--- config.mk ---
export PLATFORM = sky130hd
export DESIGN_NAME = segaddr_gen
export DESIGN_NICKNAME = d
export VERILOG_FILES = /design/src/rtl/segaddr_gen.sv
export SDC_FILE = /design/constraint.sdc
export NUM_CORES = 1
export LEC_CHECK = 0
export BUFFER_PORTS_ARGS = -buffer_cell sky130_fd_sc_hd__buf_2
export CAP_MARGIN = 20
export CELL_PAD_IN_SITES_DETAIL_PLACEMENT = 1
export CELL_PAD_IN_SITES_GLOBAL_PLACEMENT = 2
export CORE_MARGIN = 2
export CORE_UTILIZATION = 40
export DETAILED_ROUTE_END_ITERATION = 6
export PLACE_DENSITY_LB_ADDON = 0.1
export SETUP_SLACK_MARGIN = 0.5
export SYNTH_ARGS = -nofsm -noshare
export SYNTH_HDL_FRONTEND = slang
export SYNTH_SLANG_ARGS = --single-unit
--- constraint.sdc ---
create_clock -name clk -period 6.15 [get_ports clk]
set_input_delay 0.3075 -clock clk [delete_from_list [all_inputs] [get_ports clk]]
set_output_delay 0.3075 -clock clk [all_outputs]
set_load 0.01 [all_outputs]
--- src/rtl/segaddr_gen.sv ---
module segaddr_gen #(
  parameter int SEG_W    = 16,
  parameter int OFF_W    = 16,
  parameter int SHIFT    = 4,
  parameter int ADDR_W   = 20,
  parameter logic [15:0] CODE_RST = 16'hFFFF
) (
  input  logic              clk,
  input  logic              rst_n,
  input  logic              req_valid,
  input  logic [1:0]        req_kind,
  input  logic [OFF_W-1:0]  req_offset,
  input  logic              ovr_en,
  input  logic [1:0]        ovr_sel,
  input  logic              seg_we,
  input  logic [1:0]        seg_wsel,
  input  logic [SEG_W-1:0]  seg_wdata,
  output logic [ADDR_W-1:0] phys_addr,
  output logic              phys_valid
);
  localparam logic [1:0] K_DATA  = 2'd1;
  localparam logic [1:0] K_STACK = 2'd2;

  logic [SEG_W-1:0]  seg_q [4];
  logic              ovr_ok;
  logic [1:0]        pick;
  logic [ADDR_W-1:0] base, sum;

  always_ff @(posedge clk) begin
    if (!rst_n) begin
      seg_q[0] <= SEG_W'(CODE_RST);
      seg_q[1] <= '0;
      seg_q[2] <= '0;
      seg_q[3] <= '0;
    end else if (seg_we) begin
      seg_q[seg_wsel] <= seg_wdata;
    end
  end

  assign ovr_ok = ovr_en && (req_kind == K_DATA || req_kind == K_STACK);
  assign pick   = ovr_ok ? ovr_sel : req_kind;
  assign base   = ADDR_W'({seg_q[pick], {SHIFT{1'b0}}});
  assign sum    = base + ADDR_W'(req_offset);

  always_ff @(posedge clk) begin
    if (!rst_n) begin
      phys_addr  <= '0;
      phys_valid <= 1'b0;
    end else begin
      phys_valid <= req_valid;
      if (req_valid) phys_addr <= sum;
    end
  end

  a_r7_valid_follows: assert property (@(posedge clk) disable iff (!rst_n)
    req_valid |=> phys_valid);
  a_r7_idle_quiet: assert property (@(posedge clk) disable iff (!rst_n)
    !req_valid |=> !phys_valid && $stable(phys_addr));
  a_r3_fetch_code: assert property (@(posedge clk) disable iff (!rst_n)
    (req_valid && req_kind == 2'd0) |=>
      phys_addr == ADDR_W'({$past(seg_q[0]), {SHIFT{1'b0}}}) + ADDR_W'($past(req_offset)));
  a_r6_string_extra: assert property (@(posedge clk) disable iff (!rst_n)
    (req_valid && req_kind == 2'd3) |=>
      phys_addr == ADDR_W'({$past(seg_q[3]), {SHIFT{1'b0}}}) + ADDR_W'($past(req_offset)));
  a_r8_write_lands: assert property (@(posedge clk) disable iff (!rst_n)
    seg_we |=> seg_q[$past(seg_wsel)] == $past(seg_wdata));
endmodule

==> run metrics, run 1 <==
Synth area leader edfxtp_1; Synth top area share around 44%; Post-synth ARST share 0%; DRC 0; Clock Latency Late Sink ~360 ps; Max Fanout on Critical Path 30; busiest grt layer met2; CP arrival roughly 3700 ps; Worst path max stage delay ~500 ps; Overall Global Routing Usage about a fifth; top-count cell post-synth edfxtp_1; Final Non-Filler Cells about 590; crit path kind in -> reg; Area growth syn-to-layout 14.28%; vias in the first global route around 3100; clk slew on worst S/H paths about 100 ps; Mapped Area roughly 4300 µm²; f_max 290.4 MHz; site row count 37; total grt overflow 0; Clock Skews about 12 ps; Initial Util 41.48%; final setup violation count 0; status completed; Post-synth EDFFs 64; Top FF cell, synth edfxtp_1; total clock sinks 85; Worst-Margin Slew about 1100 ps; RSZ-0062 raised after global routing no; leakage approximately 2 nW; root buf cell clkbuf_8; mean area per synthesized cell roughly 11 µm²; maximum VDD drop 0.00009496 V; met3 global-route usage under 10%; DP Cell Count 570; Slew HR between 20 and 30%; die width ~110 µm; grt met2 use around 33%; CTS H-tree lvls 3; setup_tns 0 ps; register area share after synthesis between 50% and 60%; origin of the critical flop-to-flop path seg_q[3][0]$_DFFE_PP_; worst hold slack 205.9 ps; HP Class in -> reg; Hold Crit Start req_offset[2]; share of cells above drive strength 1 between 20% and 30%; CTS tree done; nets about 500; Hold Violations, Final 0; PnR worst setup slack approximately 2700 ps; Vias a little over 3000; CP cell instances buf_2 > a21o_1 > a22o_2 > and2_0 > a211oi_1 > a31oi_1 > ha_1 > fa_1 > a211oi_1 > nor2_1 > o211ai_1 > a31oi_1 > and3_1 > a211oi_1; First DRT Iteration DRCs around 120; CP endpoint kind flip-flop; CP startpoint req_kind[1]; pre-CTS setup slack around 2300 ps; DR vias/cell roughly 5.2; DP HPWL roughly 7000 µm; post-synthesis instance total roughly 390; total wire length about 10000 µm; crit share post-route between 50% and 60%; # diodes 0; largest net degree at the start of global routing 43; Synth area leaders edfxtp_1 44%, dfxtp_1 9.7%, and2_1 5.8%; DR pass1 iterations 4; cts hold-fix bufs 0; synthesis-stage register bit count 85; Warnings, synthesis 0; io pins 64; commonest cells in the netlist 64 x edfxtp_1, 40 x and2_1, 37 x nand2_1; met1 Resource Use GR ~24%; wire per inst roughly 18 µm; Routability Congestion 0.7386; crit path time final around 3400 ps; Max-Cap Viols 0; synth unique cells 50; Num CTS Buffers 9; Slew Limit Fails 0; first-pass GRT wire length around 17000 µm; Max clock buf depth 2; die area about 12000 µm²; CP most frequent cell a211oi_1; Final ANT Viol Nets 0; Post-Syn Nets roughly 440; Worst setup SP type primary input; required time worst endpoint 6420 ps; Die Ht between 100 and 150 µm; Resize count post-CTS 0; # Post-CTS Setup Buffers 0; Core Box Area ~10000 µm²; initial antenna violation count 0; IO Port Bufs between 60 and 70; Pwr per Cell Area ~270 nW/µm²; Crit-path slowest cell a22o_2
## report_power, final
group,internal [mW],switching (mW)
logic,0.122,0.172
registers,0.668,0.0162
clock network,0.147,0.219
total,0.937,0.408
## through the flow
stage | power (mW) | util, % | cell area [µm²]
final | 1.344 | 47.40 | 4937
after global routing | 1.421 | 47.40 | 4937
after CTS | 1.356 | 47.40 | 4937
after detailed placement | 0.9956 | 45.73 | 4763
after global placement | 0.9879 | 45.73 | 4763
after floorplan | 0.8962 | - | 4320
## cells by family after synthesis
kind of cell,after synthesis,synth area share [%]
simple gates,154,19.92
flops,85,54.21
compound gates,82,13.26
buf+inv,24,2.317
mux,19,4.431
fa+ha+maj,14,4.228
xor+xnor,8,1.622
## sequential cells by signal, summed over array words and instances, names as in the netlist
name and count:
seg_q 64, phys_addr 20, phys_valid 1
## layout by cell type, fill, tap and decap left out, types with 2 or more instances in the layout
cell / synthesis / final
nand2_1: 37 / 37
a211oi_1: 15 / 15
and3_1: 18 / 18
nor2b_1: 12 / 12
a31oi_1: 15 / 15
buf_4: 0 / 4
clkbuf_8: 0 / 9
a21o_1: 6 / 6
nand3b_1: 2 / 2
xor2_1: 2 / 2
edfxtp_1: 64 / 64
o21ai_0: 11 / 10
a21oi_1: 12 / 12
clkinvlp_4: 0 / 5
ha_1: 13 / 13
inv_1: 5 / 5
o211a_1: 2 / 2
dfxtp_1: 21 / 21
nor2_1: 4 / 4
nand2b_1: 20 / 20
mux2i_1: 18 / 18
o21a_1: 3 / 3
nor3_1: 2 / 2
and2_1: 40 / 40
and2_0: 9 / 9
o211ai_1: 2 / 2
buf_2: 2 / 63
xnor2_1: 6 / 6
nand3_1: 5 / 5
## worst paths after layout
path	end	slack, ps	depth (start not counted)
worst max-delay path	phys_addr[18]$_SDFFE_PN0P_	2710	14
worst min-delay path	phys_addr[2]$_SDFFE_PN0P_	210	3
worst max register to register	phys_addr[18]$_SDFFE_PN0P_	3240	11
worst min register to register	phys_addr[13]$_SDFFE_PN0P_	480	2
## cell type report
cell class / count / area (µm²)
fill: 1183 / 5479
sequential: 85 / 2342
multi-input combinational: 277 / 1887
timing repair buffer: 67 / 345.3
tap: 136 / 170.2
clock buffer: 9 / 123.9
clock inverter: 7 / 50.05
inverter: 5 / 18.77
## routing by layer
metal	vias to the layer above	wire length [µm]
met3	10	381
met4	0	109
met5	-	0
met1	1480	4790
li1	1524	-
met2	62	5123
## critical path, delay by kind of cell
| family | cells | cell delay [ps] |
|---|---|---|
| fa+ha+maj | 2 | 660 |
| compound gates | 8 | 2020 |
| buf+inv | 1 | 140 |
| simple gates | 3 | 580 |
(Power assumes the default switching activity.)
==> run 2: changes to the inputs <==
--- a/config.mk
+++ b/config.mk
@@ -5,12 +5,13 @@
 export SDC_FILE = /design/constraint.sdc
 export NUM_CORES = 1
 export LEC_CHECK = 0
+export ABC_AREA = 1
 export BUFFER_PORTS_ARGS = -buffer_cell sky130_fd_sc_hd__buf_2
 export CAP_MARGIN = 20
 export CELL_PAD_IN_SITES_DETAIL_PLACEMENT = 1
 export CELL_PAD_IN_SITES_GLOBAL_PLACEMENT = 2
 export CORE_MARGIN = 2
-export CORE_UTILIZATION = 40
+export CORE_UTILIZATION = 31
 export DETAILED_ROUTE_END_ITERATION = 6
 export PLACE_DENSITY_LB_ADDON = 0.1
 export SETUP_SLACK_MARGIN = 0.5
==> constraint.sdc (replaced) <==
create_clock -name clk -period 3.05 [get_ports clk]
set_input_delay 0.1525 -clock clk [delete_from_list [all_inputs] [get_ports clk]]
set_output_delay 0.1525 -clock clk [all_outputs]
set_load 0.01 [all_outputs]
==> run metrics, run 2 <==
status completed; nets 612 (+22%); Pwr Total 3.349 mW (+150%); clk slew on worst S/H paths 60 ps (-40 ps); Core Box Area 13350 µm² (+28%); register area share after synthesis 54.67% (+0.46 points); IO Port Bufs 63 (unchanged); Finished Cell Area 5450 µm² (+10%); Max Fanout on Critical Path 31 (+3.3%); Synth area leaders edfxtp_1 45%, dfxtp_1 9.8%, nor2_1 8.3%; cts hold-fix bufs 0 (unchanged); DP HPWL 8268 µm (+19%); wire per inst 16.78 µm (-5.5%); crit share post-route between 70% and 80%; Largest regs seg_q (64), phys_addr (20), phys_valid (1); DR pass1 iterations 4 (unchanged); synth unique cells 36 (-28%); Num CTS Buffers 9 (unchanged); worst hold slack 29.73 ps (-176.2 ps); CTS tree done; DRC 0 (unchanged); Hold Violations, Final 0 (unchanged); Max clock buf depth 2 (unchanged); Worst-Margin Slew 901.0 ps (-185.6 ps); vias in the first global route 3598 (+14%); Post-synth ARST share 0% (unchanged); site row count 42 (+14%); io pins 64 (unchanged); Area growth syn-to-layout 27.22%; Clock Latency Late Sink 350 ps (about the same); Final ANT Viol Nets 0 (unchanged); Post-Syn Nets 531 (+20%); maximum VDD drop 0.0002554 V (+170%); final setup violation count 0 (unchanged); CTS H-tree lvls 3 (unchanged); CP arrival 2600 ps (-1110 ps); PnR worst setup slack 703.3 ps (-2003 ps); Max-Cap Viols 0 (unchanged); first-pass GRT wire length 19100 µm (+16%); placed cell area 4853 µm² (+1.9%); Routability Congestion 0.7921 (+7.2%); Initial Util 32.10% (-9.4 points); crit path time final approximately 2300 ps; total wire length 12350 µm (+19%); leakage 2.387 nW (+19%); Top FF cell, synth edfxtp_1; Clock Skews 10.81 ps (-0.9411 ps); RSZ-0062 raised after global routing no; pre-CTS setup slack 146.6 ps (-2143 ps); total grt overflow 0 (unchanged); Synth area leader edfxtp_1; total clock sinks 85 (unchanged); mean area per synthesized cell 9.038 µm² (-19%); Synth top area share 44.86% (+0.38 points); top-count cell post-synth nor2_1; share of cells above drive strength 1 27.86% (+7.9 points); required time worst endpoint 3300 ps (-3120 ps); Mapped Area 4284 µm² (-0.84%); post-synthesis instance total 474 (+23%); Top reg by flops seg_q; Vias 3500 (+14%); largest net degree at the start of global routing 34 (-21%); commonest cells in the netlist 95 x nor2_1, 68 x nand2_1, 64 x edfxtp_1; # diodes 0 (unchanged); Post-synth EDFFs 64 (unchanged); Overall Global Routing Usage 17.36% (-1.5 points); setup_tns 0 ps (unchanged); leading cell type in the layout, fill and taps excluded nor2_1; Worst setup SP type primary input; crit path kind in -> reg; DR vias/cell 4.755 (-9.4%); synthesis-stage register bit count 85 (unchanged); Die Ht 121.6 µm (+13%); Warnings, synthesis 0 (unchanged); CP endpoint kind flip-flop; HP Class in -> reg; First DRT Iteration DRCs 176 (+52%); max reg flops 64 (unchanged); Slew Limit Fails 0 (unchanged); Slew HR 39.79% (+13 points); f_max 426.1 MHz; initial antenna violation count 0 (unchanged); most frequent cells in the layout 94 x nor2_1, 64 x nand2_1, 64 x edfxtp_1; die width 121.6 µm (+13%); root buf cell clkbuf_16; Pwr per Cell Area 614.5 nW/µm² (+130%); die area 14780 µm² (+27%)
run 2: cell types whose count changed in the layout (fill, tap and decap cells not counted), moves of 13 or more:
cell	before	now
mux2i_1	18	0
a211oi_1	15	0
nand2b_1	20	0
and2_1	40	0
and3_1	18	0
o21ai_1	1	14
inv_1	5	45
buf_4	4	22
o21ai_0	10	29
nand2_1	37	64
nor3_1	2	16
nor2_1	4	94
a31oi_1	15	1
run 2: worst paths after layout:
path	startpoint	end	slack [ps]	cells after the start
max	req_kind[0]	phys_addr[18]$_SDFFE_PN0P_	700	19
min reg2reg	phys_addr[3]$_SDFFE_PN0P_	phys_addr[3]$_SDFFE_PN0P_	500	2
max reg2reg	seg_q[3][9]$_DFFE_PP_	phys_addr[18]$_SDFFE_PN0P_	800	13
min	req_offset[1]	phys_addr[1]$_SDFFE_PN0P_	30	3
run 2: logic make-up (layout without fill, tap and decap cells):
| logic type | count (synthesis) | count (layout) | share of synthesized area [%] |
|---|---|---|---|
| flops | 85 | 85 | 54.67 |
| fa+ha+maj | 14 | 14 | 4.264 |
| xor+xnor | 7 | 7 | 1.431 |
| compound gates | 81 | 81 | 10.98 |
| simple gates | 217 | 217 | 22.08 |
| buf+inv | 70 | 156 | 6.571 |
run 2: cell type report:
cell class | instances | area (µm²)
fillers | 1547 | 7898
flip-flops and latches | 85 | 2342
multi-input cells | 319 | 1775
repair buffers | 90 | 593.1
clock buffers | 9 | 225.2
well taps | 176 | 220.2
inverters | 50 | 190.2
clock inverters | 7 | 103.9
run 2: power breakdown:
part	leakage (nW)	switching [mW]	internal, mW	total, mW
clock network	0.161	0.505	0.730	1.23
logic	1.43	0.440	0.300	0.739
registers	0.801	0.0323	1.34	1.38
total	2.39	0.977	2.37	3.35
run 2: per-layer routing:
metal,routed length [µm],share of wire (%),vias up,track usage [%]
li1,-,-,1757,-
met2,5706,46,72,28.13
met3,544,4.4,16,2.622
met5,0,0,-,0
met1,5847,47,1655,23.29
met4,254,2.1,0,7.256
run 2: through the flow:
step / utilization (%) / cells
2_1_floorplan: - / 474
3_3_place_gp: 36.36 / 705
3_5_place_dp: 36.36 / 705
4_1_cts: 39.00 / 724
5_1_grt: 40.83 / 736
6_report: 40.83 / 736
run 2: repair_timing:
| action | CTS | global route |
|---|---|---|
| pin swaps | 1 | 23 |
| cloned | 0 | 2 |
| buffers inserted | 3 | 10 |
| setup endpoints to repair | 1 | 10 |
| gates resized for setup | 0 | 44 |
run 2: critical path, cell delays in order:
cell and delay, ps:
buf_2 130, inv_2 100, nand2_4 60, nand4_1 90
nand2_1 100, buf_12 170, o21ai_0 280, o22ai_1 140
ha_1 360, buf_4 130, nand2_1 60, nor2_1 160
nand3_2 120, o2111ai_4 120, nand3_1 110, nand3_1 90
nand3_1 80, nand2_1 80, inv_1 30
==> run 3: changes to the inputs <==
--- a/config.mk
+++ b/config.mk
@@ -5,13 +5,13 @@
 export SDC_FILE = /design/constraint.sdc
 export NUM_CORES = 1
 export LEC_CHECK = 0
-export ABC_AREA = 1
+export ABC_AREA = 0
 export BUFFER_PORTS_ARGS = -buffer_cell sky130_fd_sc_hd__buf_2
 export CAP_MARGIN = 20
 export CELL_PAD_IN_SITES_DETAIL_PLACEMENT = 1
 export CELL_PAD_IN_SITES_GLOBAL_PLACEMENT = 2
 export CORE_MARGIN = 2
-export CORE_UTILIZATION = 31
+export CORE_UTILIZATION = 37
 export DETAILED_ROUTE_END_ITERATION = 6
 export PLACE_DENSITY_LB_ADDON = 0.1
 export SETUP_SLACK_MARGIN = 0.5
==> constraint.sdc (replaced) <==
create_clock -name clk -period 2.4 [get_ports clk]
set_input_delay 0.12 -clock clk [delete_from_list [all_inputs] [get_ports clk]]
set_output_delay 0.12 -clock clk [all_outputs]
set_load 0.01 [all_outputs]
==> run metrics, run 3 (synthesized netlist as in run 1, its figures left out) <==
failing checks setup timing; Initial Util 37.84% (+5.7 points); maximum VDD drop 0.0003686 V (+44%); First DRT Iteration DRCs 126 (-28%); Worst setup SP type primary input; Top reg by flops seg_q; die area 12560 µm² (-15%); share of cells above drive strength 1 38.09% (+10 points); Routability Congestion 0.8078 (+2.0%); Pwr Total 4.264 mW (+27%); Pwr per Cell Area 723.9 nW/µm² (+18%); routed length on met3 353 µm (-35%); crit path kind in -> reg; io pins 64 (unchanged); max reg flops 64 (unchanged); CP arrival 3000 ps (+400 ps); Final ANT Viol Nets 0 (unchanged); setup_tns -1716 ps (-1716 ps); first-pass GRT wire length 18560 µm (-2.8%); CTS tree done; fill count 1263 (-18%); # diodes 0 (unchanged); Area growth syn-to-layout 36.32%; HP Class in -> reg; vias in the first global route 3550 (-1.3%); total clock sinks 85 (unchanged); leading cell type in the layout, fill and taps excluded edfxtp_1; site row count 39 (-7.1%); Slew Limit Fails 0 (unchanged); total grt overflow 0 (unchanged); Vias 3380 (-3.4%); CTS H-tree lvls 3 (unchanged); Die Ht 112.1 µm (-7.8%); Clock Skews 10.70 ps (-0.1158 ps); met2 wire length 6110 µm (+7.1%); total wire length 11960 µm (-3.2%); wire per inst 18.25 µm (+8.8%); root buf cell clkbuf_16; status finished with violations; nets 564 (-7.8%); required time worst endpoint 2640 ps (-660 ps); DR vias/cell 5.160 (+8.5%); die width 112.1 µm (-7.8%); pre-CTS setup slack -783.8 ps (-930.4 ps); RSZ-0062 raised after global routing yes; Max Fanout on Critical Path 8 (-74%); clk slew on worst S/H paths 70 ps (about the same); largest net degree at the start of global routing 42 (+24%); CP endpoint kind flip-flop; DRC 0 (unchanged); Clock Latency Late Sink 350 ps (about the same); Largest regs seg_q (64), phys_addr (20), phys_valid (1); initial antenna violation count 0 (unchanged); Slew HR 56.82% (+17 points); crit path time final ~2800 ps; leakage 2.453 nW (+2.7%); Max clock buf depth 2 (unchanged); Hold Violations, Final 0 (unchanged); Worst-Margin Slew 629.7 ps (-271.2 ps); IO Port Bufs 63 (unchanged); WL met1 5347 µm (-8.6%); final setup violation count 10 (+10); Num CTS Buffers 9 (unchanged); most frequent cells in the layout 64 x edfxtp_1, 62 x buf_2, 49 x buf_4; Core Box Area 11420 µm² (-14%); DP HPWL 8208 µm (-0.72%); top layer in use met4; PnR worst setup slack -359.3 ps (-1063 ps); f_max between 300 and 400 MHz; Overall Global Routing Usage 19.23% (+1.9 points); crit share post-route 115.0%; DR pass1 iterations 4 (unchanged); Max-Cap Viols 0 (unchanged)
-- run 3: report_power, final --
part           internal, mW  leakage [nW]  switching, mW
combinational         0.580          1.51          0.585
clock                 0.716         0.137          0.624
sequential             1.71         0.803         0.0462
-- run 3: layout make-up --
cell class,count,area [µm²],area share (%)
Timing Repair Buffer,129,898.4,15.25
Tap cell,143,178.9,3.038
Multi-Input combinational cell,277,2170,36.84
Clock buffer,9,225.2,3.824
Inverter,5,18.77,0.3187
Sequential cell,85,2342,39.77
Clock inverter,7,56.30,0.9560
-- run 3: metal layers --
metal  global-route usage (%)  up-vias
met5                        0        -
met4                    6.992        0
met3                    3.564       10
met2                    33.54       60
met1                    23.96     1660
li1                         -     1650
-- run 3: path summary, 6_finish.rpt --
path                                    from                    endpoint  slack, ps  depth (start not counted)
hold / removal                 req_offset[3]   phys_addr[3]$_SDFFE_PN0P_         50                          3
hold reg to reg   phys_addr[13]$_SDFFE_PN0P_  phys_addr[13]$_SDFFE_PN0P_        480                          2
setup / recovery                  ovr_sel[1]  phys_addr[19]$_SDFFE_PN0P_       -360                         14
setup reg to reg       seg_q[3][2]$_DFFE_PP_  phys_addr[19]$_SDFFE_PN0P_       -300                         10
-- run 3: what timing repair did --
| action | in CTS | in global routing |
|---|---|---|
| setup buffers | 7 | 7 |
| hold buffers | 0 | 0 |
| gates resized for setup | 34 | 36 |
| pin swaps | 20 | 22 |
| setup endpoints to repair | 14 | 14 |
| cloned | 0 | 1 |
-- run 3: critical path, stage by stage --
cell,delay (ps)
buf_6,90
a21o_1,210
a22o_4,300
buf_6,140
and2_4,150
a211oi_2,150
a31oi_1,80
ha_1,330
nand2_1,90
a211o_1,330
a2111oi_4,390
or2_4,210
a41oi_2,130
o31a_1,280
-- run 3: through the flow --
stage	cells	hold WS, ps	area [µm²]	utilization (%)
final	655	45.16	5889	51.58
after global routing	655	72.45	5889	51.58
after CTS	647	36.41	5652	49.50
after detailed placement	624	400.0	5176	45.33
after global placement	624	385.8	5176	45.33
after floorplan	386	250.2	4359	-
